**src/rtl/dtmf_cls_pkg.sv**
```systemverilog
package dtmf_cls_pkg;

  localparam int unsigned FREQS_PER_GROUP = 4;

  // Nominal tone frequency of a group slot.
  function automatic int unsigned nominal_hz(input bit is_col, input int unsigned slot);
    int unsigned f;
    if (!is_col) begin
      case (slot)
        0:       f = 697;
        1:       f = 770;
        2:       f = 852;
        default: f = 941;
      endcase
    end else begin
      case (slot)
        0:       f = 1209;
        1:       f = 1336;
        2:       f = 1477;
        default: f = 1633;
      endcase
    end
    return f;
  endfunction

  // Shortest accepted period: frequency raised by tol_pm parts per thousand.
  function automatic int unsigned period_lo(input int unsigned clk_hz, input int unsigned f,
                                            input int unsigned tol_pm);
    longint unsigned num, den;
    num = longint'(clk_hz) * 64'd1000;
    den = longint'(f) * longint'(1000 + tol_pm);
    return int'(num / den);
  endfunction

  // Longest accepted period: frequency lowered by tol_pm parts per thousand.
  function automatic int unsigned period_hi(input int unsigned clk_hz, input int unsigned f,
                                            input int unsigned tol_pm);
    longint unsigned num, den;
    num = longint'(clk_hz) * 64'd1000;
    den = longint'(f) * longint'(1000 - tol_pm);
    return int'(num / den);
  endfunction

  // Silence limit: longest row window plus a percentage margin.
  function automatic int unsigned silence_limit(input int unsigned clk_hz, input int unsigned tol_pm,
                                                input int unsigned margin_pct);
    int unsigned hi;
    hi = period_hi(clk_hz, nominal_hz(1'b0, 0), tol_pm);
    return hi + (hi * margin_pct) / 100;
  endfunction

endpackage

```
**src/rtl/dtmf_edge_timer.sv**
```systemverilog
module dtmf_edge_timer #(
  parameter int unsigned CNT_W       = 14,
  parameter int unsigned SYNC_STAGES = 2,   // must be 2 or more
  parameter int unsigned TIMEOUT     = 6000
) (
  input  logic             clk,
  input  logic             rst_n,
  input  logic             clr,
  input  logic             sq_in,
  output logic             rise,
  output logic [CNT_W-1:0] count,
  output logic             stale
);
  localparam logic [CNT_W-1:0] CNT_MAX   = '1;
  localparam logic [CNT_W-1:0] STALE_CNT = CNT_W'(TIMEOUT);

  logic [SYNC_STAGES-1:0] sync_q;
  logic                   prev_q;
  logic [CNT_W-1:0]       cnt_q;

  assign rise  = sync_q[SYNC_STAGES-1] & ~prev_q;
  assign count = cnt_q;
  assign stale = (cnt_q >= STALE_CNT);

  // Counter starts saturated so the first edge never yields a usable period.
  always_ff @(posedge clk or negedge rst_n) begin
    if (!rst_n) begin
      sync_q <= '0;
      prev_q <= 1'b0;
      cnt_q  <= CNT_MAX;
    end else if (clr) begin
      sync_q <= '0;
      prev_q <= 1'b0;
      cnt_q  <= CNT_MAX;
    end else begin
      sync_q <= {sync_q[SYNC_STAGES-2:0], sq_in};
      prev_q <= sync_q[SYNC_STAGES-1];
      if (rise)                cnt_q <= CNT_W'(1);
      else if (cnt_q != CNT_MAX) cnt_q <= cnt_q + CNT_W'(1);
    end
  end
endmodule

```
**src/rtl/dtmf_window_match.sv**
```systemverilog
module dtmf_window_match
  import dtmf_cls_pkg::*;
#(
  parameter int unsigned CLK_HZ = 3579545,
  parameter int unsigned TOL_PM = 25,
  parameter bit          IS_COL = 1'b0,
  parameter int unsigned CNT_W  = 14,
  parameter int unsigned ACCEPT = 4,
  parameter int unsigned RUN_W  = 3
) (
  input  logic             clk,
  input  logic             rst_n,
  input  logic             clr,
  input  logic             period_vld,
  input  logic [CNT_W-1:0] period,
  input  logic             stale,
  output logic [1:0]       idx,
  output logic             match,
  output logic [RUN_W-1:0] run
);
  localparam logic [RUN_W-1:0] RUN_FULL = RUN_W'(ACCEPT);
  localparam logic [RUN_W-1:0] RUN_LAST = RUN_W'(ACCEPT - 1);

  logic [FREQS_PER_GROUP-1:0] hit;
  logic [1:0]                 hit_idx;
  logic                       found;

  for (genvar w = 0; w < FREQS_PER_GROUP; w++) begin : g_win
    localparam int unsigned LO = period_lo(CLK_HZ, nominal_hz(IS_COL, w), TOL_PM);
    localparam int unsigned HI = period_hi(CLK_HZ, nominal_hz(IS_COL, w), TOL_PM);
    assign hit[w] = (32'(period) >= LO) && (32'(period) <= HI);
  end

  // Windows are disjoint, so at most one bit of hit is set.
  always_comb begin
    hit_idx = '0;
    for (int w = 0; w < FREQS_PER_GROUP; w++)
      if (hit[w]) hit_idx = 2'(w);
  end
  assign found = |hit;

  logic [1:0]       cand_q;
  logic [RUN_W-1:0] run_q;
  logic             match_q;

  always_ff @(posedge clk or negedge rst_n) begin
    if (!rst_n) begin
      cand_q  <= '0;
      run_q   <= '0;
      match_q <= 1'b0;
    end else if (clr || stale) begin
      run_q   <= '0;
      match_q <= 1'b0;
    end else if (period_vld) begin
      if (!found) begin
        run_q   <= '0;
        match_q <= 1'b0;
      end else if (run_q != '0 && hit_idx == cand_q) begin
        if (run_q != RUN_FULL) run_q <= run_q + RUN_W'(1);
        match_q <= (run_q >= RUN_LAST);
      end else begin
        cand_q  <= hit_idx;
        run_q   <= RUN_W'(1);
        match_q <= (ACCEPT == 1);
      end
    end
  end

  assign idx   = cand_q;
  assign match = match_q;
  assign run   = run_q;
endmodule

```
**src/rtl/dtmf_period_classifier.sv**
```systemverilog
module dtmf_period_classifier
  import dtmf_cls_pkg::*;
#(
  parameter int unsigned CLK_HZ         = 3579545,
  parameter int unsigned TOL_PM         = 25,
  parameter int unsigned ACCEPT_PERIODS = 4,
  parameter int unsigned SYNC_STAGES    = 2,
  parameter int unsigned MARGIN_PCT     = 25
) (
  input  logic       clk,
  input  logic       rst_n,
  input  logic       pwr_down,
  input  logic       col4_inhibit,
  input  logic       row_sq,
  input  logic       col_sq,
  output logic [1:0] row_idx,
  output logic [1:0] col_idx,
  output logic       tone_present
);
  localparam int unsigned TIMEOUT = silence_limit(CLK_HZ, TOL_PM, MARGIN_PCT);
  localparam int unsigned CNT_W   = $clog2(TIMEOUT + 1) + 1;
  localparam int unsigned RUN_W   = $clog2(ACCEPT_PERIODS + 1);

  logic [1:0]       grp_sq;
  logic [1:0]       grp_rise;
  logic [1:0]       grp_stale;
  logic [1:0]       grp_match;
  logic [CNT_W-1:0] grp_cnt [2];
  logic [1:0]       grp_idx [2];
  logic [RUN_W-1:0] grp_run [2];

  assign grp_sq = {col_sq, row_sq};

  // Group 0 is the row group, group 1 the column group.
  for (genvar g = 0; g < 2; g++) begin : g_grp
    dtmf_edge_timer #(
      .CNT_W(CNT_W), .SYNC_STAGES(SYNC_STAGES), .TIMEOUT(TIMEOUT)
    ) u_timer (
      .clk(clk), .rst_n(rst_n), .clr(pwr_down), .sq_in(grp_sq[g]),
      .rise(grp_rise[g]), .count(grp_cnt[g]), .stale(grp_stale[g])
    );
    dtmf_window_match #(
      .CLK_HZ(CLK_HZ), .TOL_PM(TOL_PM), .IS_COL(g == 1), .CNT_W(CNT_W),
      .ACCEPT(ACCEPT_PERIODS), .RUN_W(RUN_W)
    ) u_match (
      .clk(clk), .rst_n(rst_n), .clr(pwr_down), .period_vld(grp_rise[g]),
      .period(grp_cnt[g]), .stale(grp_stale[g]),
      .idx(grp_idx[g]), .match(grp_match[g]), .run(grp_run[g])
    );
  end

  // Named internal events for the checker.
  logic             row_rise, col_rise, row_stale, col_stale, row_match, col_match;
  logic [CNT_W-1:0] row_cnt, col_cnt;
  logic [RUN_W-1:0] row_run, col_run;
  logic [1:0]       col_cand;
  logic             col_blocked;

  assign row_rise  = grp_rise[0];
  assign col_rise  = grp_rise[1];
  assign row_stale = grp_stale[0];
  assign col_stale = grp_stale[1];
  assign row_match = grp_match[0];
  assign col_match = grp_match[1];
  assign row_cnt   = grp_cnt[0];
  assign col_cnt   = grp_cnt[1];
  assign row_run   = grp_run[0];
  assign col_run   = grp_run[1];
  assign col_cand  = grp_idx[1];

  assign col_blocked  = col4_inhibit && (col_cand == 2'd3);
  assign tone_present = row_match && col_match && !col_blocked;
  assign row_idx      = tone_present ? grp_idx[0] : 2'd0;
  assign col_idx      = tone_present ? grp_idx[1] : 2'd0;
endmodule

```
**config.mk**
```make
export PLATFORM = sky130hd
export DESIGN_NAME = dtmf_period_classifier
export DESIGN_NICKNAME = d
export VERILOG_FILES = /design/src/rtl/dtmf_cls_pkg.sv /design/src/rtl/dtmf_edge_timer.sv /design/src/rtl/dtmf_window_match.sv /design/src/rtl/dtmf_period_classifier.sv
export SDC_FILE = /design/constraint.sdc
export NUM_CORES = 1
export LEC_CHECK = 0
export ABC_AREA = 1
export CORE_MARGIN = 3
export CORE_UTILIZATION = 60
export CTS_BUF_LIST = sky130_fd_sc_hd__clkbuf_16
export DETAILED_ROUTE_END_ITERATION = 10
export PLACE_DENSITY = 0.76
export SLEW_MARGIN = 20
export SYNTH_ARGS = -nofsm -noshare
export SYNTH_HDL_FRONTEND = slang
export SYNTH_SLANG_ARGS = --single-unit
export TNS_END_PERCENT = 50
```
**constraint.sdc**
```tcl
create_clock -name clk -period 2.5 [get_ports clk]
set_input_delay 0.5 -clock clk [delete_from_list [all_inputs] [get_ports clk]]
set_output_delay 0.5 -clock clk [all_outputs]
set_load 0.02 [all_outputs]
```
Word level (Yosys, flattened, before mapping). Cells that the tools add are included.

Muxes and demuxes: 36. Equal/unequal tests: 9. Reductions and logical operators: 28. Magnitude comparators: 20. Add/subtract/negate cells: 4. Bitwise logic cells: 8.

Operators with widths (count): 14-bit 2-to-1 mux (6); 14-bit by 12-bit >= comparator with 1-bit output, second input constant (5); 14-bit by 13-bit >= comparator with 1-bit output, second input constant (5); 14-bit by 12-bit less-or-equal comparator with 1-bit output, second input constant (5); 14-bit by 13-bit less-or-equal comparator with 1-bit output, second input constant (3); 3-bit 2-to-1 mux (10); 14-bit by 1-bit adder with 14-bit output, second input constant (2); 14-bit inequality test, second input constant (2); 2-bit 2-to-1 mux (8); 1-bit logical AND (13); 1-bit 2-to-1 mux (12); 3-bit nonzero test (4); 4-bit inequality test, second input constant (2); 4-bit AND reduction (2); 4-bit OR reduction (2); 3-bit by 1-bit adder with 3-bit output, second input constant (2); 3-bit by 2-bit >= comparator with 1-bit output, second input constant (2); 3-bit inequality test, second input constant (2); 1-bit NOT (6); 2-bit == test (2); 2-bit AND reduction (2); 2-bit nonzero test (2); 1-bit bitwise AND (2); 2-bit == test, second input constant (1); other kinds (2) (3).

Register bits: 46. Output and inout bits: 5. Logic and storage cells: 117. Input port bits: 6.

Longest topological paths before layout.
Word-level depth: 11. Mapped depth: 18. Depth with buffers taken out: 18.

Modules after synthesis. Synthesis repeated with hierarchy kept, for this count alone.

Cells, all modules: 632. Area, all modules: 4080.2 um2.

Modules (own cells, without submodules): dtmf_edge_timer (area each 1039.7 um2, times used 2, seq. area each 442.9 um2, cells each 143); dtmf_window_match (g_grp[1].u_match) (area each 1001.0 um2, times used 1, seq. area each 150.1 um2, cells each 171); dtmf_window_match (g_grp[0].u_match) (area each 942.2 um2, times used 1, seq. area each 150.1 um2, cells each 161); dtmf_period_classifier (area each 57.6 um2, times used 1, seq. area each 0.0 um2, cells each 14).

Worst setup path after synthesis. OpenSTA, ideal clock, no wires.

Path type: in2out. Start point: in col4_inhibit. End point: out col_idx[0]. Cell stages on the path: 5. Data arrival time: 1.480 ns. Path slack: 0.520 ns. Cell sequence: inv_1 -> o311ai_0 -> inv_1 -> nand2_1 -> inv_1.

Cells in the longest elaborated chain, start to end: 4.

RTL lines: start, declared (RTL line dtmf_period_classifier.sv:13) `input logic col4_inhibit,`; 1-bit logical AND (RTL line dtmf_period_classifier.sv:71) `assign col_blocked = col4_inhibit && (col_cand == 2'd3);`; 1-bit zero test (RTL line dtmf_period_classifier.sv:72) `assign tone_present = row_match && col_match && !col_blocked;`; 1-bit logical AND (RTL line dtmf_period_classifier.sv:72); net tone_present (RTL line dtmf_period_classifier.sv:18) `output logic tone_present`; 2-bit 2-to-1 mux (RTL line dtmf_period_classifier.sv:74) `assign col_idx = tone_present ? grp_idx[1] : 2'd0;`; end, declared (RTL line dtmf_period_classifier.sv:17) `output logic [1:0] col_idx,`.

The timed path passes the listed nets, and every way through them passes these cells.

Worst setup path after layout.
Start point: in col4_inhibit. End point: out tone_present.

Cells in the longest elaborated chain, start to end: 3.

RTL lines (RTL line): 1-bit logical AND (dtmf_period_classifier.sv:71); 1-bit zero test (dtmf_period_classifier.sv:72); 1-bit logical AND (dtmf_period_classifier.sv:72); end, declared (dtmf_period_classifier.sv:18).

Every way passes these cells.

==> results.tsv <==
metric	value	unit
via count	3445	
I/O pin cnt	11	
final wirelength	8090	um
Peak VDD IR	0.000510	V
Clock Tree Root	clkbuf_16	
net count reported at finish	569	
Power per Cell Area	805	mW/mm2
die height	83.4	um
crit share post-route	0.945	
pin count of the biggest net entering global routing	24	
vias in the first global route	3278	
Area contributors post-synth	dfstp_2 (20%), nand2_1 (14%), dfrtp_1 (13%)	
depth of the worst register-to-register path	11	
area of the multi-input gates	0.00205	mm2
syn avg cell area	6.75	um2
row count	27	
crit-path max FO	2	
first-pass GRT wire length	14000	um
CP Data Arrival Time	1860	ps
DRT Pass-1 Iters	5	
CORE AREA	0.00564	mm2
fmax	423	MHz
CP endpoint kind	output port	
Overall Global Routing Usage	0.237	
Residual DRC	0	
layout cells sized above 1	0.193	
Tot Pwr	3.17	mW
Clk pin slew, worst setup/hold paths	60	ps
H-tree Lvls	2	
gr ovfl total	0	
synth warn	0	
Final GP Congestion	0.908	
Max Slew Vio Count	0	
dominant cell type by area after synthesis	dfstp_2	
min-delay worst type	in -> async	
initial drt markers	197	
WS Path Type	in -> out	
Seq. cell area	0.00119	mm2
die width	83.4	um
Worst-Margin Slew	447	ps
# diodes	0	
Worst-Skew Late Latency	280	ps
post-detailed-route via-to-cell ratio	5.54	
PortBufs	10	
Post-DP HPWL	6390	um
Area Growth Syn to Fin	9.39	%
sequential area share after synthesis	0.330	
crit start category	input port	
Initial Util	0.638	
# setup viols final	0	
Rel. slew slack	0.702	
synthesized area	0.00360	mm2
Antenna Nets Post-Route	0	
average wire per standard cell	13.0	um
unrepaired setup endpoints after global routing	true	
# fillers	512	
Min Clock Period, post-route	2360	ps
Post-Syn Instances	533	
Num CTS Buffers	5	
Setup Skew	6.34	ps
number of max-cap violations	0	
Setup Slack @ Placement	-224	ps
Num Clock Sinks	46	
Yosys top cell area share	0.204	
Leakage	2.03	nW
Cell variety after synth	34	
CP Data Required Time	2000	ps
post-synth net total	553	
status	finished, final reports clean	
CTS tree	built	
Post-CTS Hold Buffers	0	
worst setup margin	137	ps
initial antenna violation count	0	
Max Root-Sink Buffers	2	
Die Area	0.00696	mm2
Final Hold Violating Endpoints	0	
#FFs+latches synth	46	
reg-to-reg slack, setup	230	ps
report_power, final:
group	internal (mW)	total (mW)	leakage [nW]	switching (mW)
Combinational	0.406	1.31	1.43	0.900
Sequential	1.01	1.24	0.532	0.236
Clock	0.361	0.619	0.0724	0.258
sequential cells by signal, summed over array words and instances, names as in the netlist:
name / flops
g_grp.u_timer.count: 28
g_grp.u_match.idx: 4
g_grp.u_match.match: 2
g_grp.u_timer.prev_q: 2
g_grp.u_timer.sync_q: 4
g_grp.u_match.run: 6
worst max-delay path: stages:
cell	delay [ps]
clkdlybuf4s50_1	450
inv_1	50
o311ai_2	230
inv_1	90
clkdlybuf4s50_1	540
per-layer routing:
| metal | wire, um | global-route usage | up-vias |
|---|---|---|---|
| met1 | 3550 | 0.286 | 1597 |
| met5 | 0 | 0 | - |
| li1 | - | - | 1742 |
| met3 | 275 | 0.0258 | 14 |
| met2 | 4110 | 0.439 | 92 |
| met4 | 157 | 0.0775 | 0 |
stage by stage:
stage	cells	instance area (um2)	setup TNS (ps)	hold slack [ps]	util
floorplan	533	3600	0	204	-
detailed placement	613	3780	-964	352	0.669
global route	622	3940	-11.7	63.9	0.698
finish	622	3940	0	55.5	0.698
global placement	613	3780	-390	350	0.669
CTS	621	3920	0	56.1	0.694
placed cells by master (no fill, tap or decap), types with 6 or more instances in the layout:
cell	instances
a21oi_1	27
buf_4	6
dfrtp_1	18
dfstp_2	28
ha_1	14
inv_1	73
inv_2	15
nand2_1	132
nand2_2	16
nand3_1	46
nand4_1	10
nor2_1	56
nor2_2	8
nor2_4	7
nor3_1	15
o21ai_0	21
o21ai_1	11
synth_stat cells, drive strengths merged:
cell,instances
a21oi,27
a31oi,2
buf,4
clkbuf,3
clkinv,1
dfrtp,18
dfstp,28
ha,14
inv,87
nand2,151
nand3,51
nand4,10
nor2,71
nor3,18
nor3b,1
nor4,1
o2111ai,2
o211ai,1
o21ai,37
o21bai,1
o311ai,1
o31ai,3
xor2,1
cell families (layout without fill, tap and decap cells):
kind of cell,count (synthesis),count (layout),synth area share
xor gates and xnor gates,1,1,0.00243
buffers and inverters,95,112,0.104
AOI/OAI and AO/OA,74,74,0.116
and+or+nand+nor,303,303,0.398
adders and majority gates,14,14,0.0487
DFF,46,46,0.330
what timing repair did:
action	4_1_cts	5_1_grt
resized for setup	5	3
pin swaps	0	1
buffers inserted	0	1
endpoints found under the setup margin	5	14
worst paths after layout:
kind | end | start
min in group clk | g_grp[0].u_timer.sync_q[1] | g_grp[0].u_timer.sync_q[0]
hold / removal | g_grp[0].u_timer.prev_q | rst_n
setup / recovery | tone_present | col4_inhibit
setup reg to reg | g_grp[0].u_timer.count[5] | g_grp[0].u_timer.count[0]
hold reg to reg | g_grp[0].u_timer.sync_q[1] | g_grp[0].u_timer.sync_q[0]
max in group asynchronous | g_grp[1].u_timer.count[3] | rst_n
layout make-up:
class / instances / area share
Multi-Input combinational cell: 392 / 0.522
Inverter: 88 / 0.0839
Clock buffer: 5 / 0.0318
Clock inverter: 3 / 0.00318
Sequential cell: 46 / 0.301
Tap cell: 72 / 0.0229
Timing Repair Buffer: 16 / 0.0353
No activity file was read; power rests on OpenSTA's default activity.
